==> config.mk <==
export PLATFORM = sky130hd
export DESIGN_NAME = byte_i2c_master
export DESIGN_NICKNAME = d
export VERILOG_FILES = /design/src/rtl/byte_i2c_master.sv
export SDC_FILE = /design/constraint.sdc
export NUM_CORES = 1
export LEC_CHECK = 0
export BUFFER_PORTS_ARGS = -buffer_cell sky130_fd_sc_hd__clkbuf_2
export CORE_AREA = 2 2 80 82
export DETAILED_ROUTE_END_ITERATION = 10
export DIE_AREA = 0 0 82 84
export PLACE_DENSITY_LB_ADDON = 0.25
export SYNTH_ARGS = -nofsm -noshare
export SYNTH_HDL_FRONTEND = slang
export SYNTH_SLANG_ARGS = --single-unit
export TNS_END_PERCENT = 1
==> constraint.sdc <==
create_clock -name clk -period 1.9 [get_ports clk]
set_input_delay 0.38 -clock clk [delete_from_list [all_inputs] [get_ports clk]]
set_output_delay 0.38 -clock clk [all_outputs]
set_load 0.01 [all_outputs]
==> src/rtl/byte_i2c_master.sv <==
`timescale 1ns/1ps
module byte_i2c_master #(
  parameter int CLK_HZ = 100_000_000,
  parameter int STRIDE = 1,
  parameter int AW     = 4
) (
  input  logic          clk,
  input  logic          rst_n,
  input  logic [AW-1:0] addr,
  input  logic          wr_en,
  input  logic [7:0]    wr_data,
  output logic [7:0]    rd_data,
  input  logic          scl_i,
  input  logic          sda_i,
  output logic          scl_oe_o,
  output logic          sda_oe_o
);
  localparam int QSTD  = CLK_HZ / 400_000;
  localparam int QFAST = CLK_HZ / 1_600_000;
  localparam int CW    = $clog2(QSTD + 1);
  localparam logic [AW-1:0] IX_MON  = AW'(0);
  localparam logic [AW-1:0] IX_DATA = AW'(1);
  localparam logic [AW-1:0] IX_CTRL = AW'(2);
  localparam logic [AW-1:0] IX_STAT = AW'(3);
  localparam logic [AW-1:0] IX_OWN  = AW'(4);

  typedef enum logic [1:0] {S_IDLE, S_START, S_DATA, S_STOP} st_t;

  st_t           st_q;
  logic [1:0]    qtr_q;
  logic [3:0]    bit_q;
  logic [7:0]    sh_q, dbuf_q, own_q;
  logic [CW-1:0] qcnt_q;
  logic          c_go, c_start, c_stop, c_nak, c_en, c_urst, c_fast;
  logic          s_txe, s_rxf, s_busy, s_ack;
  logic          rdmode_q, rx_q, stop_q, nak_q;

  logic          aligned;
  logic [AW-1:0] idx;
  assign aligned = (int'(addr) % STRIDE) == 0;
  assign idx     = AW'(int'(addr) / STRIDE);

  logic wr_ctl, wr_stat, wr_dat, wr_own;
  assign wr_ctl  = wr_en && aligned && idx == IX_CTRL;
  assign wr_stat = wr_en && aligned && idx == IX_STAT;
  assign wr_dat  = wr_en && aligned && idx == IX_DATA;
  assign wr_own  = wr_en && aligned && idx == IX_OWN;

  logic [CW-1:0] qlim;
  logic tick, launch, byte_end, stop_end;
  assign qlim     = c_fast ? CW'(QFAST - 1) : CW'(QSTD - 1);
  assign tick     = (st_q != S_IDLE) && (qcnt_q == qlim);
  assign launch   = (st_q == S_IDLE) && c_go && c_en && !c_urst;
  assign byte_end = tick && st_q == S_DATA && bit_q == 4'd8 && qtr_q == 2'd3;
  assign stop_end = tick && st_q == S_STOP && qtr_q == 2'd3;

  always_ff @(posedge clk or negedge rst_n) begin
    if (!rst_n) begin
      {c_go, c_start, c_stop, c_nak, c_en, c_urst, c_fast} <= '0;
    end else if (wr_ctl) begin
      if (wr_data[5]) begin
        c_urst <= 1'b1;
        {c_go, c_start, c_stop, c_nak, c_en} <= '0;
      end else begin
        c_urst  <= 1'b0;
        c_go    <= (c_go & ~byte_end) | (wr_data[0] & wr_data[4]);
        c_start <= wr_data[1];
        c_stop  <= wr_data[2];
        c_nak   <= wr_data[3];
        c_en    <= wr_data[4];
        c_fast  <= wr_data[6];
      end
    end else if (byte_end || c_urst) begin
      c_go <= 1'b0;
    end
  end

  always_ff @(posedge clk or negedge rst_n) begin
    if (!rst_n) begin
      {s_txe, s_rxf, s_busy, s_ack} <= '0;
    end else if (c_urst) begin
      {s_txe, s_rxf, s_busy, s_ack} <= '0;
    end else begin
      s_txe <= (byte_end & ~rx_q) | (s_txe & ~(wr_stat & wr_data[0]));
      s_rxf <= (byte_end &  rx_q) | (s_rxf & ~(wr_stat & wr_data[1]));
      if (launch && c_start)  s_busy <= 1'b1;
      else if (stop_end)      s_busy <= 1'b0;
      if (tick && st_q == S_DATA && bit_q == 4'd8 && qtr_q == 2'd1 && !rx_q)
        s_ack <= sda_i;
    end
  end

  always_ff @(posedge clk or negedge rst_n) begin
    if (!rst_n) begin
      dbuf_q <= '0;
      own_q  <= '0;
    end else begin
      if (wr_dat)                 dbuf_q <= wr_data;
      else if (byte_end && rx_q)  dbuf_q <= sh_q;
      if (wr_own)                 own_q  <= wr_data;
    end
  end

  always_ff @(posedge clk or negedge rst_n) begin
    if (!rst_n) begin
      st_q <= S_IDLE; qtr_q <= '0; bit_q <= '0; sh_q <= '0; qcnt_q <= '0;
      rdmode_q <= 1'b0; rx_q <= 1'b0; stop_q <= 1'b0; nak_q <= 1'b0;
    end else if (c_urst) begin
      st_q <= S_IDLE; qtr_q <= '0; qcnt_q <= '0; rdmode_q <= 1'b0; rx_q <= 1'b0;
    end else if (st_q == S_IDLE) begin
      if (launch) begin
        qcnt_q <= '0;
        bit_q  <= '0;
        sh_q   <= dbuf_q;
        stop_q <= c_stop;
        nak_q  <= c_nak;
        if (c_start) begin
          st_q     <= S_START;
          qtr_q    <= s_busy ? 2'd0 : 2'd1;
          rx_q     <= 1'b0;
          rdmode_q <= dbuf_q[0];
        end else begin
          st_q  <= S_DATA;
          qtr_q <= 2'd0;
          rx_q  <= rdmode_q;
        end
      end
    end else if (!tick) begin
      qcnt_q <= qcnt_q + CW'(1);
    end else begin
      qcnt_q <= '0;
      qtr_q  <= qtr_q + 2'd1;
      case (st_q)
        S_START: if (qtr_q == 2'd3) st_q <= S_DATA;
        S_DATA: begin
          if (qtr_q == 2'd1 && bit_q != 4'd8 && rx_q) sh_q <= {sh_q[6:0], sda_i};
          if (qtr_q == 2'd3) begin
            if (!rx_q) sh_q <= {sh_q[6:0], 1'b0};
            bit_q <= bit_q + 4'd1;
            if (bit_q == 4'd8) st_q <= stop_q ? S_STOP : S_IDLE;
          end
        end
        S_STOP:  if (qtr_q == 2'd3) st_q <= S_IDLE;
        default: st_q <= S_IDLE;
      endcase
    end
  end

  always_comb begin
    scl_oe_o = 1'b0;
    sda_oe_o = 1'b0;
    case (st_q)
      S_IDLE:  scl_oe_o = s_busy;
      S_START: begin
        scl_oe_o = (qtr_q == 2'd0) || (qtr_q == 2'd3);
        sda_oe_o = qtr_q[1];
      end
      S_DATA: begin
        scl_oe_o = (qtr_q == 2'd0) || (qtr_q == 2'd3);
        sda_oe_o = (bit_q == 4'd8) ? (rx_q & ~nak_q) : (~rx_q & ~sh_q[7]);
      end
      S_STOP: begin
        scl_oe_o = (qtr_q == 2'd0);
        sda_oe_o = ~qtr_q[1];
      end
      default: ;
    endcase
  end

  always_comb begin
    rd_data = '0;
    if (aligned) begin
      case (idx)
        IX_MON:  rd_data = {6'b0, scl_i, sda_i};
        IX_DATA: rd_data = dbuf_q;
        IX_CTRL: rd_data = {1'b0, c_fast, c_urst, c_en, c_nak, c_stop, c_start, c_go};
        IX_STAT: rd_data = {4'b0, s_ack, s_busy, s_rxf, s_txe};
        IX_OWN:  rd_data = own_q;
        default: rd_data = '0;
      endcase
    end
  end


  sda_steady_chk: assert property (@(posedge clk) disable iff (!rst_n)
    (st_q == S_DATA && qtr_q == 2'd2) |-> $stable(sda_oe_o));

  go_done_chk: assert property (@(posedge clk) disable iff (!rst_n)
    $rose(s_txe) |-> !c_go);

  txe_clear_chk: assert property (@(posedge clk) disable iff (!rst_n)
    $fell(s_txe) |-> ($past(wr_stat && wr_data[0]) || $past(c_urst)));

  busy_release_chk: assert property (@(posedge clk) disable iff (!rst_n)
    $fell(s_busy) |-> ($past(st_q == S_STOP) || $past(c_urst)));

  unit_reset_chk: assert property (@(posedge clk) disable iff (!rst_n)
    c_urst |=> (st_q == S_IDLE && !s_busy && !scl_oe_o && !sda_oe_o));

  enable_gate_chk: assert property (@(posedge clk) disable iff (!rst_n)
    (st_q == S_IDLE && !c_en) |=> st_q == S_IDLE);
endmodule

### Word-level counts from Yosys, hierarchy flattened

Cells that the tools add are included.

| word-level totals | value |
|---|---|
| register bits | 55 |
| output and inout bits | 10 |

| cells by class | value |
|---|---|
| $add $sub $neg | 3 |
| eq/ne operators | 18 |
| muxes and demuxes | 63 |
| bitwise operators | 22 |
| reductions and logical operators | 47 |

Operators by type and width:

| cell | number |
|---|---|
| $mux W8 | 14 |
| $pmux W8 S5 | 1 |
| $mux W2 | 14 |
| $mux W1 | 26 |
| $mux W4 | 5 |
| $reduce_bool A2 Y1 | 10 |
| $logic_and A1 B1 Y1 | 19 |
| $ne A4 B3 Y1 const B | 3 |
| $and A1 B1 Y1 | 10 |
| $not A1 Y1 | 9 |
| $add A8 B1 Y8 const B | 1 |
| $eq A4 B2 Y1 const B | 2 |
| $eq A8 B8 Y1 | 1 |
| $ne A4 B4 Y1 const B | 2 |
| $eq A2 B2 Y1 const B | 3 |
| $pmux W1 S3 | 2 |
| $pmux W2 S3 | 1 |
| $reduce_and A2 Y1 | 3 |
| $reduce_and A3 Y1 | 2 |
| $reduce_and A6 Y1 | 1 |
| $reduce_bool A3 Y1 | 2 |
| $reduce_and A5 Y1 | 1 |
| $add A4 B1 Y4 const B | 1 |
| $eq A2 B1 Y1 const B | 2 |
| other kinds (13) | 18 |

### Depth between registers and ports, before layout

| depth | value |
|---|---|
| depth after elaboration | 11 |
| depth in mapped cells | 7 |
| gate-level depth less buffers | 6 |

### Least setup slack after synthesis

Ideal clock, no wire load.

| path | value |
|---|---|
| path kind | register -> register |
| from | register st_q[0] |
| to | register c_go |
| arrival | 1.619 ns |
| path slack | 0.148 ns |
| cell stages (with the launch flop) | 7 |
| path buffers | 0 |
| cells stage by stage | dfrtp_1 > inv_1 > ha_1 > nand3b_1 > a2111o_1 > a22oi_1 > o31ai_1 |

| on the way | value |
|---|---|
| word-level cells in the longest chain between the ends | 10 |
| elaborated cells between the ends (all ways) | 13 |
| those cells by class | eq/ne (1); mux (2); bitwise (3); reduce/logical (7) |

Ends and longest elaborated chain:

| item | RTL line | text |
|---|---|---|
| start: declaration | 29 | `st_t st_q;` |
| start signal: assignment | 140 | `if (bit_q == 4'd8) st_q <= stop_q ? S_STOP : S_IDLE;` |
| $reduce_bool A2 Y1 | 52 | `assign tick = (st_q != S_IDLE) && (qcnt_q == qlim);` |
| $logic_and A1 B1 Y1 | 52 |  |
| $logic_and A1 B1 Y1 (*) (3 in a row) | 54 | `assign byte_end = tick && st_q == S_DATA && bit_q == 4'd8 && qtr_q == 2'd3;` |
| $not A1 Y1 | 66 | `c_go <= (c_go & ~byte_end) \| (wr_data[0] & wr_data[4]);` |
| $and A1 B1 Y1 | 66 |  |
| $or A1 B1 Y1 | 66 |  |
| $mux W1 | 61 | `if (wr_data[5]) begin` |
| $mux W1 | 60 | `end else if (wr_ctl) begin` |
| end signal: assignment | 66 |  |
| end: declaration | 34 | `logic c_go, c_start, c_stop, c_nak, c_en, c_urst, c_fast;` |

Mark *: on every way between the ends. The rest lies on a longest branch, timed or not.
A chain may end at the register's enable or synchronous reset.

### Worst setup path after layout

| path | value |
|---|---|
| from | register bit_q[1] |
| to | output sda_oe_o |

| on the way | value |
|---|---|
| word-level cells in the longest chain between the ends | 3 |

Ends and longest elaborated chain:

| item | RTL line | text |
|---|---|---|
| start: declaration | 31 | `logic [3:0] bit_q;` |
| start signal: assignment | 139 | `bit_q <= bit_q + 4'd1;` |
| $eq A4 B4 Y1 | 160 | `sda_oe_o = (bit_q == 4'd8) ? (rx_q & ~nak_q) : (~rx_q & ~sh_q[7]);` |
| $mux W1 | 160 |  |
| $pmux W1 S3 | 152 | `case (st_q)` |
| end: declaration | 16 | `output logic sda_oe_o` |

No other way between the ends.

==> flow_metrics.tcl <==
set metrics [dict create \
    status "finished with violations" \
    violations "setup timing" \
    drt_pre_antenna_iters 5 \
    wl_per_cell_um 18.21 \
    period_needed_ns 2.103 \
    hold_path_class "in2async" \
    slowest_delay_ns 0.37 \
    synth_area_leaders "dfrtp_1 (43%), mux2_1 (4.6%), ha_1 (4.3%), o21ai_1 (4.0%), nand2_1 (3.6%)" \
    place_congestion 0.8927 \
    core_sq_mm 0.006096 \
    antenna_found_initial 0 \
    rsz0062_at_grt "yes" \
    drt_iter0_markers 179 \
    intPower_mw 2.323 \
    worst_slack_ns -0.2027 \
    die_x_um 82 \
    cts_buffer_depth 2 \
    finalHoldViolCount 0 \
    grt_remaining_overflow 0 \
    placement_rows 29 \
    num_vias 2786 \
    seqPwrFrac_pct 43.8 \
    path_depth 8 \
    clkTransAtPathRegs_ns 0.10 \
    r2r_end "dbuf_q[1]" \
    area_growth_pct 19.99 \
    crit_arrival_ns 1.72 \
    syn_inst 322 \
    ys_types 53 \
    crit_chain "inv_2, ha_4, buf_4, and3b_2, nor3_2, o21ai_1, a21oi_1, buf_2" \
    reg2reg_slack_ns -0.08 \
    critPathKind "reg2out" \
    layout-drive-gt1-share_pct 26.93 \
    cts_buffers 5 \
    final_area_sq_mm 0.003800 \
    detail_route.wirelength_um 8230 \
    cts_hold_buffers 0 \
    clk_latency_ns 0.31 \
    ir_worst_vdd_mv 0.6208 \
    worstRegToRegCells 8 \
    pin_count 27 \
    grt_pass1_vias 2792 \
    dp_hpwl_um 5989 \
    via_per_inst 6.164 \
    net-switching-power_mw 1.296 \
    crit_start "bit_q[1]" \
    dieHeight_um 84 \
    slew_viol_final 0 \
    grt_max_degree 56 \
    synth_top_cell_area_share_pct 43.46 \
    ys_top_cells_by_count "dfrtp_1 (55), nand2_1 (30), o21ai_1 (25), nand3_1 (21), nor2_1 (19)" \
    grt_pass1_wl_um 13940 \
    crit_family "flip-flops" \
    clock_skew_ns 0.005676 \
    synth-seq-area-share_pct 43.46 \
    dp_worst_setup_slack_ns -0.01432 \
    combPwrFrac_pct 33.8 \
    placed_cells 438 \
    powerDensity_mw_per_mm2 952.4 \
    cpMaxStageDelayCell "dfrtp_1" \
    syn_avg_cell_area_sq_um 9.835 \
    cts_tree "built" \
    period_share_pct 110.7 \
    yosysMostFrequentCell "dfrtp_1" \
    n_antenna_cell 0 \
    nets 402 \
    ys.flop_type "dfrtp_1" \
    timing.fmax_ghz 0.4756 \
    start_util_pct 51.95 \
    worstPathRequired_ns 1.52 \
    grtUsageTotal_pct 26.26 \
    final_cells 452 \
    io_buffers 26 \
    cp-start-kind "register" \
    p_sw_share_pct 35.80 \
    ys.warnings.count 0 \
    ys_seq_elements 55 \
    clkSinkCount 55 \
    endpoint_kind "output pin" \
    die-area_sq_mm 0.006888 \
    synth_fp_nets 350 \
    crit_buf_inv 3 \
    p_clk_share_pct 22.4 \
    syn_area_sq_mm 0.003167 \
    power.leakage_nw 1.682 \
    yosysTopAreaCell "dfrtp_1" \
    crit_end "sda_oe_o" \
    ant_nets 0 \
    place_area_sq_mm 0.003550 \
    synth-edff-count 0 \
    drc 0 \
    drv_cap 0 \
    cts_max_level 2 \
    synthArstFlopShare_pct 100.0 \
    slew_headroom_pct 68.98 \
    r2r-start "bit_q[1]" \
    cts-root-buf "clkbuf_8" \
    tightestPinTransition_ns 0.4641 \
    crit_path_max_fanout 2 \
    setup-violations-final 11 \
    fin_hold_ws_ns 0.04175 \
]
## cell type report
type,count,area [sq um]
fillers,516,2296
multi-input cells,238,1754
flip-flops and latches,55,1378
repair buffers,59,400.4
well taps,77,96.34
clock buffers,5,68.82
inverters,15,56.30
clock inverters,3,46.29
## worst reg2reg max path, cell delays in order, from the launching register on
cell,delay (ns)
dfrtp_1,0.40
inv_2,0.08
ha_4,0.13
nand3b_1,0.16
buf_4,0.18
buf_4,0.13
a2111o_1,0.45
o21ai_1,0.21
a31oi_1,0.11
## stage by stage
stage	power [mW]	setup TNS [ns]	utilization, %
6_report	3.619	-0.5677	62.34
5_1_grt	3.845	-1.660	62.34
4_1_cts	3.541	-0.1933	60.69
3_5_place_dp	2.736	-0.01432	58.23
3_3_place_gp	2.690	0	58.23
2_1_floorplan	2.273	0	-
## what timing repair did
| item | in CTS | in global routing |
|---|---|---|
| setup buffers | 3 | 3 |
| setup endpoints to repair | 4 | 23 |
| pin swaps | 1 | 8 |
| gates resized for setup | 5 | 22 |
## logic make-up (layout without fill, tap and decap cells)
group	after synthesis	in the layout	synth area share, %
multiplexers	23	23	7.941
adder cells (fa/ha/maj)	11	11	4.346
XOR/XNOR	4	4	1.106
buffers and inverters	29	82	3.635
AO/OA/AOI/OAI	87	87	19.32
AND/OR/NAND/NOR	113	113	20.19
flip-flops	55	55	43.46
## registers in the layout, indices dropped and copies added, names as in the netlist, 2 cells and up
name    count
st_q        2
qtr_q       2
own_q       8
sh_q        8
bit_q       4
dbuf_q      8
qcnt_q      8
## per-layer routing
| layer | GRT usage (%) | routed length [um] | up-vias |
|---|---|---|---|
| li1 | - | - | 1310 |
| met1 | 35.58 | 3523 | 1375 |
| met2 | 43.68 | 4165 | 93 |
| met3 | 4.221 | 458 | 8 |
| met4 | 6.061 | 82 | 0 |
| met5 | 0 | 0 | - |
## power by group through the flow
stage	clock [mW]	sequential [mW]	combinational [mW]
4_1_cts	0.821	1.57	1.15
5_1_grt	0.867	1.61	1.37
3_5_place_dp	0	1.59	1.15
6_report	0.812	1.58	1.22
2_1_floorplan	0	1.52	0.750
3_3_place_gp	0	1.58	1.11
## how the worst min path moves through the flow
stage                     to  slack (ns)  depth (start not counted)
floorplan           bit_q[0]        0.08                          0
global placement    qtr_q[1]        0.41                          2
detailed placement  qtr_q[0]        0.41                          2
CTS                 qtr_q[0]        0.06                          2
global route        qtr_q[1]        0.07                          2
finish              bit_q[3]        0.04                          2
## cell usage in the layout, fill, tap and decap left out, types with 4 or more instances in the layout
master,count
inv_1,12
a31oi_1,16
nor2_1,18
clkbuf_2,24
nand2b_1,10
buf_4,30
a21oi_1,6
mux2_1,13
dfrtp_1,54
o21ai_1,26
mux2i_1,6
mux2_2,4
nand2_1,30
ha_1,9
and3_1,4
a222oi_1,5
nand3_1,21
a32oi_1,8
clkbuf_8,5
No activity file was read; power rests on OpenSTA's default activity.
